**src/rtl/cmt_timer.sv**
```systemverilog
module cmt_timer #(
  parameter int CW = 16,
  parameter int MW = 8
) (
  input  logic          clk,
  input  logic          rst_n,
  input  logic          tick,
  input  logic          wr_en,
  input  logic          rd_en,
  input  logic [2:0]    addr,
  input  logic [CW-1:0] wdata,
  output logic [CW-1:0] rdata,
  output logic          irq
);
  localparam logic [2:0] A_MODE = 3'd0, A_CMP = 3'd1, A_CMD = 3'd2, A_IEN = 3'd3,
                         A_IDIS = 3'd4, A_MASK = 3'd5, A_STAT = 3'd6, A_CNT = 3'd7;

  logic [CW-1:0] count_q, cmp_q;
  logic [1:0]    mode_q;
  logic [MW-1:0] mask_q;
  logic          run_q, flag_q;

  wire cmd_wr  = wr_en && addr == A_CMD;
  wire restart = cmd_wr && wdata[2];
  wire step    = tick && run_q && !restart;
  wire [CW-1:0] nxt = count_q + 1'b1;
  wire hit     = step && nxt == cmp_q;
  wire stat_rd = rd_en && addr == A_STAT;

  always_ff @(posedge clk) begin
    if (!rst_n) begin
      count_q <= '0;
      cmp_q   <= '0;
      mode_q  <= '0;
      mask_q  <= '0;
      run_q   <= 1'b0;
      flag_q  <= 1'b0;
    end else begin
      if (restart)
        count_q <= '0;
      else if (step)
        count_q <= (hit && mode_q[1]) ? '0 : nxt;

      if (cmd_wr && wdata[1])
        run_q <= 1'b0;
      else if (cmd_wr && wdata[0])
        run_q <= 1'b1;
      else if (hit && mode_q[0])
        run_q <= 1'b0;

      if (hit)
        flag_q <= 1'b1;
      else if (stat_rd)
        flag_q <= 1'b0;

      if (wr_en) begin
        case (addr)
          A_MODE: mode_q <= wdata[1:0];
          A_CMP:  cmp_q  <= wdata;
          A_IEN:  mask_q <= mask_q | wdata[MW-1:0];
          A_IDIS: mask_q <= mask_q & ~wdata[MW-1:0];
          default: ;
        endcase
      end
    end
  end

  always_comb begin
    rdata = '0;
    if (rd_en) begin
      case (addr)
        A_MODE: rdata[1:0]    = mode_q;
        A_CMP:  rdata         = cmp_q;
        A_MASK: rdata[MW-1:0] = mask_q;
        A_STAT: begin
          rdata[0] = flag_q;
          rdata[8] = run_q;
        end
        A_CNT:  rdata         = count_q;
        default: ;
      endcase
    end
  end

  assign irq = flag_q & mask_q[0];
endmodule


```
**config.mk**
```make
export PLATFORM = sky130hd
export DESIGN_NAME = cmt_timer
export DESIGN_NICKNAME = d
export VERILOG_FILES = /design/src/rtl/cmt_timer.sv
export SDC_FILE = /design/constraint.sdc
export NUM_CORES = 1
export LEC_CHECK = 0
export BUFFER_PORTS_ARGS = -buffer_cell sky130_fd_sc_hd__buf_2
export CORE_MARGIN = 5
export CORE_UTILIZATION = 45
export DETAILED_ROUTE_END_ITERATION = 7
export GPL_TIMING_DRIVEN = 0
export PLACE_DENSITY = 0.72
export SLEW_MARGIN = 20
export SYNTH_ARGS = -nofsm -noshare
export SYNTH_HDL_FRONTEND = slang
export SYNTH_SLANG_ARGS = --single-unit
```
**constraint.sdc**
```tcl
create_clock -name clk -period 2.5 [get_ports clk]
set_input_delay 0.375 -clock clk [delete_from_list [all_inputs] [get_ports clk]]
set_output_delay 0.375 -clock clk [all_outputs]
set_load 0.05 [all_outputs]
```
==> results.py <==
metrics = {
    "power_and_ir_drop": {
        "clockPowerShare_pct": 42.0,
        "power.density_nw_per_um2": 439,
        "vdd_drop_max_v": 0.000353,
        "internal_power_mw": 1.17,
        "p_seq_share_pct": 46.5,
        "power_mw": 1.57,
        "p_comb_share_pct": 11.4,
        "switchingPower_mw": 0.392,
        "leakagePower_nw": 1.38,
        "netSwitchingFraction_pct": 25.1,
    },
    "sta": {
        "min_period_ns": 2.53,
        "fin_hold_ws_ns": 0.316,
        "clock.fmax_ghz": 0.395,
        "finalCritPeriodShare_pct": 101,
        "relSlewSlack_pct": 44.6,
        "finalSetupTns_ns": -0.0293,
        "setup_ws_ns": -0.0293,
        "setup_violations": 1,
        "worst_slew_pin_slew_ns": 0.820,
        "timing.final.hold_violations": 0,
        "rsz0062_at_grt": "true",
        "drv_slew": 0,
        "finClkSkew_ns": 0.00879,
    },
    "finish": {
        "multiInputGateArea_um2": 2000,
        "regArea_um2": 886,
        "finalNonFillerCells": 544,
        "fin_area_um2": 3570,
        "diodes": 0,
        "fin_util_pct": 55.9,
        "fillCellCount": 621,
        "syn_to_final_growth_pct": 19.8,
        "layout.nets": 492,
        "drive_gt1_share_pct": 22.3,
    },
    "place": {
        "dpl_cell_area_um2": 3260,
        "portBuffers": 38,
        "dp_slack_ns": -0.395,
        "place.detailed.hpwl_mm": 6.46,
        "dpl.cell_count": 528,
        "place_congestion": 0.900,
    },
    "cts": {
        "insertion_delay_ns": 0.30,
        "path_clk_slew_ns": 0.09,
        "cts_buffer_depth": 2,
        "h-tree-depth": 2,
        "numCtsBuffers": 5,
        "cts_tree": "done",
        "cts_root_buf": "clkbuf_8",
        "clock-sinks": 44,
        "ctsHoldBuffers": 0,
    },
    "logic_synthesis": {
        "synth_area_leaders": "dfxtp_1, nand2_1, nor2_1",
        "synth_edf_count": 0,
        "syn_nets": 438,
        "yosys.area.top_type": "dfxtp_1",
        "yosys_register_bits": 44,
        "ys.flop_type": "dfxtp_1",
        "synth_top_area_share_pct": 29.6,
        "yosys.cell_count.top_type": "nand2_1",
        "postSynthAreaPerCell_um2": 7.21,
        "synth_area_um2": 2980,
        "postSynthCellCount": 413,
        "yosysSeqAreaShare_pct": 29.6,
        "yosysWarnings": 0,
        "synth_commonest_cells": "nand2_1, dfxtp_1, nor2_1, clkbuf_1",
        "synth_cell_types": 53,
        "ys_async_sr_fraction_pct": 0,
    },
    "grt": {
        "track_usage_pct": 20.4,
        "grt_pass1_wl_mm": 14.0,
        "antenna_found_initial": 0,
        "grt_pass1_vias": 2961,
        "grt-ovfl-total": 0,
        "grt_max_degree": 14,
    },
    "drt": {
        "vias": 3120,
        "drcViolationCount": 0,
        "wire_per_inst_um": 16.2,
        "dr.pass1.iters": 5,
        "drtIter0Drc": 191,
        "postRouteAntennaNets": 0,
        "vias_per_cell": 5.74,
        "drt_wl_total_mm": 8.81,
    },
    "floorplan": {
        "io_pins": 41,
        "fp-row-count": 29,
        "dieArea_um2": 8340,
        "core-area_um2": 6390,
        "dieHeight_um": 91.3,
        "dieWidth_um": 91.3,
        "start_util_pct": 46.6,
    },
    "worst_setup_path": {
        "crit_path_max_fanout": 4,
        "crit_type": "flip-flop to flip-flop",
        "worstPathArrival_ns": 2.71,
        "cp-end-kind": "flip-flop",
        "worstPathRequired_ns": 2.68,
        "r2r_slack_ns": -0.03,
        "setup.worst_path.start_class": "flip-flop",
    },
    "run_status": {
        "status": "finished, violations left",
        "violations": "negative setup slack",
    },
    "worst_hold_path": {
        "hold_path.class": "input port to flip-flop",
    },
    "job": {
        "max-cap-violations": 0,
    },
}
## power groups by stage
| stage | Combinational (mW) | Sequential (mW) | Clock, mW |
|---|---|---|---|
| floorplan | 0.112 | 0.739 | 0 |
| global placement | 0.164 | 0.744 | 0 |
| detailed placement | 0.169 | 0.744 | 0 |
| CTS | 0.171 | 0.727 | 0.662 |
| global route | 0.195 | 0.730 | 0.686 |
| finish | 0.179 | 0.729 | 0.658 |
## final cells by class
class / instances / area share [%]
Timing Repair Buffer: 47 / 7.44
Buffer: 32 / 4.81
Tap cell: 77 / 2.70
Clock inverter: 2 / 1.68
Inverter: 4 / 0.421
Multi-Input combinational cell: 333 / 56.2
Sequential cell: 44 / 24.8
Clock buffer: 5 / 1.93
## kinds of logic after synthesis
kind of cell,after synthesis,synth area share (%)
mux,10,3.70
compound gates,81,19.4
xor+xnor,22,6.47
buf+inv,36,5.42
simple gates,219,35.0
fa+ha+maj,1,0.420
flops,44,29.6
## metal layers
layer	GRT usage, %	routed length (µm)	vias up
met5	0	0	-
met4	9.41	302	0
met3	3.31	450	24
met2	34.7	4340	105
met1	25.2	3720	1452
li1	-	-	1539
## what timing repair did
item	CTS	global route
setup buffers	5	3
pin swaps	5	9
resized for setup	10	28
cloned	1	0
setup endpoints to repair	27	29
## worst max-delay path: stages (launching register included)
cell and delay (ns):
dfxtp_4 0.37, ha_4 0.16, nand3_4 0.09, or4_4 0.56, or3_4 0.36, a211oi_4 0.27
nand2b_1 0.14, o41ai_2 0.36, a21oi_1 0.10
## cell usage in the layout, fill, tap and decap left out, types with 3 or more instances in the layout
| cell type | netlist | final |
|---|---|---|
| a21boi_0 | 17 | 17 |
| a21oi_1 | 17 | 15 |
| a22oi_1 | 13 | 13 |
| and2_1 | 7 | 7 |
| and3_1 | 14 | 14 |
| buf_2 | 3 | 40 |
| buf_4 | 4 | 8 |
| buf_6 | 1 | 7 |
| clkbuf_1 | 23 | 17 |
| clkbuf_2 | 0 | 6 |
| clkbuf_8 | 0 | 5 |
| dfxtp_1 | 44 | 42 |
| inv_1 | 4 | 4 |
| mux2_2 | 8 | 8 |
| nand2_1 | 99 | 98 |
| nand2b_1 | 5 | 5 |
| nand3_1 | 15 | 13 |
| nand3b_1 | 3 | 3 |
| nand4_1 | 5 | 5 |
| nor2_1 | 37 | 35 |
| nor2b_1 | 3 | 3 |
| nor3_1 | 11 | 11 |
| o21ai_0 | 8 | 8 |
| o21ai_2 | 10 | 10 |
| or3_1 | 5 | 4 |
| xnor2_1 | 15 | 15 |
| xor2_1 | 7 | 7 |
## path summary, 6_finish.rpt
check / start / endpoint / cells after the start
min reg2reg: cmp_q[14] / cmp_q[14] / 2
min: wdata[15] / cmp_q[15] / 3
max reg2reg: count_q[1] / run_q / 8
max: count_q[1] / run_q / 8
No activity file was read; power rests on OpenSTA's default activity.
